### config.mk
export PLATFORM = sky130hd
export DESIGN_NAME = sysctl_regbank
export DESIGN_NICKNAME = d
export VERILOG_FILES = /design/src/rtl/sysctl_pkg.sv /design/src/rtl/sysctl_decode.sv /design/src/rtl/sysctl_timer_regs.sv /design/src/rtl/sysctl_regbank.sv
export SDC_FILE = /design/constraint.sdc
export NUM_CORES = 1
export LEC_CHECK = 0
export CAP_MARGIN = 5
export CORE_UTILIZATION = 50
export CTS_CLUSTER_DIAMETER = 120
export DETAILED_ROUTE_END_ITERATION = 8
export DONT_BUFFER_PORTS = 1
export GPL_TIMING_DRIVEN = 0
export PLACE_DENSITY = 0.79
export REMOVE_ABC_BUFFERS = 1
export SYNTH_ARGS = -nofsm -noshare
export SYNTH_HDL_FRONTEND = slang
export SYNTH_SLANG_ARGS = --single-unit
### constraint.sdc
create_clock -name clk -period 1.5 [get_ports clk]
set_clock_uncertainty 0.15 [all_clocks]
set_input_delay 0.075 -clock clk [delete_from_list [all_inputs] [get_ports clk]]
set_output_delay 0.075 -clock clk [all_outputs]
set_load 0.005 [all_outputs]
### src/rtl/sysctl_pkg.sv
package sysctl_pkg;

    localparam int WORD_W  = 32;
    localparam int IDX_W   = 5;
    localparam int ADDR_W  = IDX_W + 2;
    localparam int BE_W    = WORD_W / 8;

    localparam logic [IDX_W-1:0] IDX_GPIO_IN  = 5'd0;
    localparam logic [IDX_W-1:0] IDX_GPIO_OUT = 5'd1;
    localparam logic [IDX_W-1:0] IDX_IRQ_EN   = 5'd2;
    localparam logic [IDX_W-1:0] IDX_CMD      = 5'd16;
    localparam logic [IDX_W-1:0] IDX_SCRATCH  = 5'd20;
    localparam logic [IDX_W-1:0] IDX_LOCK     = 5'd21;
    localparam logic [IDX_W-1:0] IDX_FREQ     = 5'd29;
    localparam logic [IDX_W-1:0] IDX_CAPS     = 5'd30;
    localparam logic [IDX_W-1:0] IDX_ID       = 5'd31;

    localparam int NUM_TMR    = 2;
    localparam int TMR_BASE   = 4;
    localparam int TMR_STRIDE = 4;

    localparam logic [15:0] CMD_SHUTDOWN = 16'h000E;

    typedef enum logic [1:0] {
        TR_CTRL = 2'd0,
        TR_CMP  = 2'd1,
        TR_CNT  = 2'd2
    } tmr_reg_e;

endpackage

### src/rtl/sysctl_decode.sv
module sysctl_decode
    import sysctl_pkg::*;
(
    input  logic              req_valid,
    input  logic              req_write,
    input  logic [ADDR_W-1:0] req_addr,
    input  logic [BE_W-1:0]   req_be,
    output logic              rd_req,
    output logic              rd_ok,
    output logic              wr_ok,
    output logic [IDX_W-1:0]  widx,
    output logic [NUM_TMR-1:0] tmr_hit,
    output logic [1:0]        tmr_sel
);

    logic acc_ok;

    always_comb begin
        acc_ok = req_valid && (req_be == {BE_W{1'b1}}) && (req_addr[1:0] == 2'b00);
        rd_req = req_valid && !req_write;
        rd_ok  = acc_ok && !req_write;
        wr_ok  = acc_ok && req_write;
        widx   = req_addr[ADDR_W-1:2];
        tmr_sel = widx[1:0];
    end

    for (genvar t = 0; t < NUM_TMR; t++) begin : g_hit
        localparam int BLK = (TMR_BASE + TMR_STRIDE * t) / 4;
        always_comb begin
            tmr_hit[t] = (int'(widx[IDX_W-1:2]) == BLK) && (widx[1:0] != 2'd3);
        end
    end

endmodule

### src/rtl/sysctl_timer_regs.sv
module sysctl_timer_regs
    import sysctl_pkg::*;
#(
    parameter int DATA_W = 32,
    parameter int CTRL_W = 2
) (
    input  logic              clk,
    input  logic              rst_n,
    input  logic              wr_en,
    input  logic [1:0]        sel,
    input  logic [DATA_W-1:0] wdata,
    output logic [DATA_W-1:0] rdata
);

    typedef struct packed {
        logic [CTRL_W-1:0] ctrl;
        logic [DATA_W-1:0] cmp;
        logic [DATA_W-1:0] cnt;
    } tmr_t;

    tmr_t s_d, s_q;

    always_comb begin
        s_d = s_q;
        if (wr_en) begin
            case (sel)
                TR_CTRL: s_d.ctrl = wdata[CTRL_W-1:0];
                TR_CMP:  s_d.cmp  = wdata;
                TR_CNT:  s_d.cnt  = wdata;
                default: ;
            endcase
        end
        case (sel)
            TR_CTRL: rdata = {{(DATA_W-CTRL_W){1'b0}}, s_q.ctrl};
            TR_CMP:  rdata = s_q.cmp;
            TR_CNT:  rdata = s_q.cnt;
            default: rdata = '0;
        endcase
    end

    always_ff @(posedge clk or negedge rst_n) begin
        if (!rst_n) s_q <= '0;
        else        s_q <= s_d;
    end

    // a timer's words hold their value when this instance is not written
    assert_tmr_hold_R4: assert property (@(posedge clk) disable iff (!rst_n)
        !wr_en |=> $stable(s_q));

endmodule

### src/rtl/sysctl_regbank.sv
module sysctl_regbank
    import sysctl_pkg::*;
#(
    parameter logic [WORD_W-1:0] SYS_ID    = 32'h10014D31,
    parameter logic [WORD_W-1:0] CLK_HZ    = 32'd80000000,
    parameter logic [WORD_W-1:0] CAPS      = 32'h0,
    parameter logic [WORD_W-1:0] STRAP     = 32'h1,
    parameter int                SCRATCH_W = 8,
    parameter int                TCTRL_W   = 2
) (
    input  logic              clk,
    input  logic              rst_n,
    input  logic              req_valid,
    input  logic              req_write,
    input  logic [6:0]        req_addr,
    input  logic [3:0]        req_be,
    input  logic [31:0]       req_wdata,
    output logic              rsp_valid,
    output logic [31:0]       rsp_rdata,
    output logic [31:0]       gpio_out,
    output logic [31:0]       gpio_irq_en,
    output logic              reset_req,
    output logic              shutdown_req
);

    localparam logic [WORD_W-1:0] CMD_READY = 32'h1;

    typedef struct packed {
        logic [WORD_W-1:0]    gpio_out;
        logic [WORD_W-1:0]    irq_en;
        logic [SCRATCH_W-1:0] scratch;
        logic                 lock;
        logic                 rsp_valid;
        logic [WORD_W-1:0]    rdata;
        logic                 rst_req;
        logic                 shut_req;
    } st_t;

    st_t s_d, s_q;

    logic               rd_req, rd_ok, wr_ok;
    logic [IDX_W-1:0]   widx;
    logic [NUM_TMR-1:0] tmr_hit;
    logic [1:0]         tmr_sel;
    logic [WORD_W-1:0]  tmr_rdata [NUM_TMR];

    sysctl_decode u_dec (
        .req_valid (req_valid),
        .req_write (req_write),
        .req_addr  (req_addr),
        .req_be    (req_be),
        .rd_req    (rd_req),
        .rd_ok     (rd_ok),
        .wr_ok     (wr_ok),
        .widx      (widx),
        .tmr_hit   (tmr_hit),
        .tmr_sel   (tmr_sel)
    );

    for (genvar t = 0; t < NUM_TMR; t++) begin : g_tmr
        sysctl_timer_regs #(
            .DATA_W (WORD_W),
            .CTRL_W (TCTRL_W)
        ) u_tmr (
            .clk   (clk),
            .rst_n (rst_n),
            .wr_en (wr_ok && tmr_hit[t]),
            .sel   (tmr_sel),
            .wdata (req_wdata),
            .rdata (tmr_rdata[t])
        );
    end

    always_comb begin
        logic [WORD_W-1:0] mux;
        s_d          = s_q;
        s_d.rst_req  = 1'b0;
        s_d.shut_req = 1'b0;

        if (wr_ok) begin
            case (widx)
                IDX_GPIO_OUT: s_d.gpio_out = req_wdata;
                IDX_IRQ_EN:   s_d.irq_en   = req_wdata;
                IDX_SCRATCH:  s_d.scratch  = req_wdata[SCRATCH_W-1:0];
                IDX_LOCK:     s_d.lock     = 1'b1;
                IDX_ID:       s_d.rst_req  = 1'b1;
                IDX_CMD:      s_d.shut_req = (req_wdata[15:0] == CMD_SHUTDOWN);
                default: ;
            endcase
        end

        mux = '0;
        case (widx)
            IDX_GPIO_IN:  mux = STRAP;
            IDX_GPIO_OUT: mux = s_q.gpio_out;
            IDX_IRQ_EN:   mux = s_q.irq_en;
            IDX_CMD:      mux = CMD_READY;
            IDX_SCRATCH:  mux = {{(WORD_W-SCRATCH_W){1'b0}}, s_q.scratch};
            IDX_LOCK:     mux = {{(WORD_W-1){1'b0}}, s_q.lock};
            IDX_FREQ:     mux = CLK_HZ;
            IDX_CAPS:     mux = CAPS;
            IDX_ID:       mux = SYS_ID;
            default: ;
        endcase
        for (int t = 0; t < NUM_TMR; t++) begin
            if (tmr_hit[t]) mux = tmr_rdata[t];
        end

        s_d.rsp_valid = rd_req;
        s_d.rdata     = rd_ok ? mux : '0;
    end

    always_ff @(posedge clk or negedge rst_n) begin
        if (!rst_n) s_q <= '0;
        else        s_q <= s_d;
    end

    assign rsp_valid    = s_q.rsp_valid;
    assign rsp_rdata    = s_q.rdata;
    assign gpio_out     = s_q.gpio_out;
    assign gpio_irq_en  = s_q.irq_en;
    assign reset_req    = s_q.rst_req;
    assign shutdown_req = s_q.shut_req;

    // response follows a read request by one cycle and lasts one cycle
    assert_rsp_after_read_R3: assert property (@(posedge clk) disable iff (!rst_n)
        rsp_valid |-> $past(req_valid && !req_write));

    // lock never clears once set
    assert_lock_sticky_R6: assert property (@(posedge clk) disable iff (!rst_n)
        s_q.lock |=> s_q.lock);

    // reset request is a single-cycle pulse caused by a full ID write
    assert_rst_pulse_R7: assert property (@(posedge clk) disable iff (!rst_n)
        reset_req |=> !reset_req);
    assert_rst_cause_R7: assert property (@(posedge clk) disable iff (!rst_n)
        reset_req |-> $past(req_valid && req_write && req_be == 4'hF &&
                            req_addr == {IDX_ID, 2'b00}));

    // shutdown request is a single-cycle pulse caused by a command write
    assert_shut_pulse_R8: assert property (@(posedge clk) disable iff (!rst_n)
        shutdown_req |=> !shutdown_req);
    assert_shut_cause_R8: assert property (@(posedge clk) disable iff (!rst_n)
        shutdown_req |-> $past(req_valid && req_write && req_be == 4'hF &&
                               req_addr == {IDX_CMD, 2'b00} &&
                               req_wdata[15:0] == 16'h000E));

endmodule

==> results.md <==
* Post-DRT Antenna Nets at 0
* Worst r2r src: gpio_out[28]$_DFFE_PN0P_
* Routed WL at around 28000 um
* Fin crit share at 103%
* Die ar. at roughly 24000 um2
* Critical path class: input pin to flip-flop
* Area leader, netlist: dfrtp_1
* Yosys cell types at 54
* Hold_ws at -891 ps
* GP Congestion at between 0.8 and 0.9
* Peak Freq at between 600 and 700 MHz
* Post-Syn Area at approximately 12000 um2
* Required @ worst endpoint at approximately 1700 ps
* R2R setup slack at 40 ps
* HPWL after detailed placement at 16400 um
* Setup ws final at -38.9 ps
* Worst-path fanout max at 7
* Area growth syn-to-layout at 9.81%
* YS warnings at 0
* Max-cap violations at 0
* CP Data Arrival Time at approximately 1800 ps
* Num CTS Buffers at 25
* Synth top cells by count: dfrtp_1 (240), mux2_2 (176), buf_4 (97)
* Initial DRT Pass Iterations at 5
* FF-to-FF End: rsp_rdata[28]$_DFF_PN0_
* Relative slew slack at a little under a third
* Min Clock Period, post-route at roughly 1500 ps
* Nets at between 900 and 1000
* Total track usage at about a quarter
* Vias per inst at around 6.3
* Worst-case clock buffer depth at 3
* Ys async rst share at between 90% and 100%
* Vert. Die Dim at ~150 um
* Post-route total power at 13.3 mW
* Syn avg cell area at between 10 and 15 um2
* Cells after synthesis at 943
* FF-to-FF path depth at 4
* Root buf cell: clkbuf_16
* Ratio of cells with drive above 1 in the final layout at around a third
* Synth area leaders: dfrtp_1 (52%), mux2_2 (17%), buf_4 (6.3%), mux2_4 (3.9%), a22oi_1 (2.5%)
* Seq cells post-synth at 240
* Layout fillers at ~1800
* Clock Latency Late Sink at between 500 and 600 ps
* CTS clock-pin slew for the worst setup and hold paths at ~60 ps
* Worst setup EP type: flip-flop
* Initial antenna violation count at 1
* Port Buffers at 0
* Largest net degree at the start of global routing at approximately 240
* First-pass GRT wire length at around 44000 um
* Starting Density at roughly 50%
* ANT cells at 0
* CTS tree: done
* Worst vdd rail ir drop at between 0.8 and 0.9 mV
* Post-synth top area share at between 50% and 60%
* Number of flops mapped to enable cells by yosys at 0
* Final slew viol count at 0
* Core Area at roughly 23000 um2
* Fin Setup TNS at -38.9 ps
* Per-cell routed wire length at between 20 and 25 um
* Worst hold path class: input pin to async pin
* Placed inst area at about 11000 um2
* Number of global-route vias before repair at 7631
* Gr ovfl total at 0
* Setup repair after global routing missed its margin: no
* Most common cell in the netlist: dfrtp_1
* H-tree Lvls at 1
* Violated checks: negative hold slack, negative setup slack
* Residual DRC at 0
* 1st-iter DRT viols at about 530
* Setup violations, final at 1
* Row Count at between 50 and 60
* Final hold violations at 278
* Final cell count without fillers at between 1000 and 1500
* CTS Sinks at 240
* DR vias at around 7400
* Design area at between 10000 and 15000 um2
* Power Dens Cells at roughly 1100 nW/um2
* Tightest Pin Transition at 1020 ps
* Outcome: finished, violations left
* Cell Count Post-Placement at about 1100
* Seq/Total Area, Yosys at between 50% and 60%
* Pleak at 5.88 nW
* Top FF cell, synth: dfrtp_1
* IO Pins at ~150
* CP startpoint kind: input pin
* Die extent in x at approximately 150 um
[sequential cells by signal, indices dropped and copies added, names as in the netlist]
signal / flops
shutdown_req: 1
rsp_valid: 1
s_q: 9
rsp_rdata: 32
g_tmr.u_tmr.s_q: 132
gpio_out: 32
reset_req: 1
gpio_irq_en: 32
[kinds of logic after synthesis]
logic type	count (synthesis)	share of synthesized area, %
simple gates	134	6.45
compound gates	194	11.1
buf+inv	166	8.97
flops	240	52.1
mux	208	21.3
xor+xnor	1	0.0760
[critical path, cell delays in order]
cell           delay, ps
dlygate4sd3_1        650
nor4_1               530
nand4_1              150
nor3_1               350
[layout by cell type, fill, tap and decap left out, types with 4 or more instances in the layout]
master	count
a21oi_1	49
a22o_1	20
a22oi_1	39
a31oi_1	4
a32oi_1	5
and3_1	4
buf_12	8
buf_4	10
buf_6	6
clkbuf_16	25
clkbuf_8	5
clkinv_2	6
dfrtp_1	240
dlygate4sd3_1	41
mux2_2	176
mux2_4	30
nand2_1	24
nand3_1	4
nand3b_1	19
nand4_1	4
nor2_1	34
nor2_4	4
nor3_1	4
nor4_1	7
o21a_1	10
o21ai_0	33
o22ai_1	15
[power breakdown]
part | switching (mW) | total [mW] | internal [mW]
clock | 2.52 | 6.33 | 3.81
combinational | 0.296 | 0.498 | 0.202
sequential | 0.0170 | 6.52 | 6.50
[stage by stage]
stage               worst slack, ps  utilization, %
floorplan                     -3110               -
global placement              -6650            47.9
detailed placement            -1350            49.4
CTS                           0.455            55.6
global route                   1.09            55.9
finish                        -38.9            55.9
[layer usage]
metal	vias up	GRT usage, %	wire length [um]
li1	3191	-	-
met1	3838	32.0	11900
met2	274	39.1	13500
met3	55	4.93	1860
met4	2	6.43	642
met5	-	0	15
[how the worst max path moves through the flow]
stage	start	endpoint	slack [ps]	depth (start not counted)
final	req_wdata[11]	shutdown_req$_DFF_PN0_	-40	4
after global routing	req_wdata[11]	shutdown_req$_DFF_PN0_	1	4
after CTS	req_wdata[11]	shutdown_req$_DFF_PN0_	0.5	4
after detailed placement	req_addr[6]	g_tmr[1].u_tmr.s_q[49]$_DFFE_PN0P_	-1350	5
after global placement	req_addr[3]	g_tmr[0].u_tmr.s_q[21]$_DFFE_PN0P_	-6650	4
after floorplan	req_addr[2]	gpio_irq_en[0]$_DFFE_PN0P_	-3110	4
[what timing repair did]
| action | CTS | global route |
|---|---|---|
| pin swaps | 11 | 1 |
| endpoints found under the setup margin | 213 | 59 |
| endpoints found under the hold margin | 480 | 286 |
| gates resized for setup | 16 | 6 |
| cloned | 1 | 0 |
| hold buffers | 36 | 5 |
| buffers inserted | 12 | 0 |
[final cells by class]
cell class              count  area, um2  area share (%)
inverters                   1       3.75          0.0297
multi-input cells         538       4650            36.8
flip-flops and latches    240       6010            47.4
repair buffers             68        796            6.29
clock inverters            11        136            1.08
clock buffers              33        706            5.57
well taps                 285        357            2.82
No activity file was read; power rests on OpenSTA's default activity.
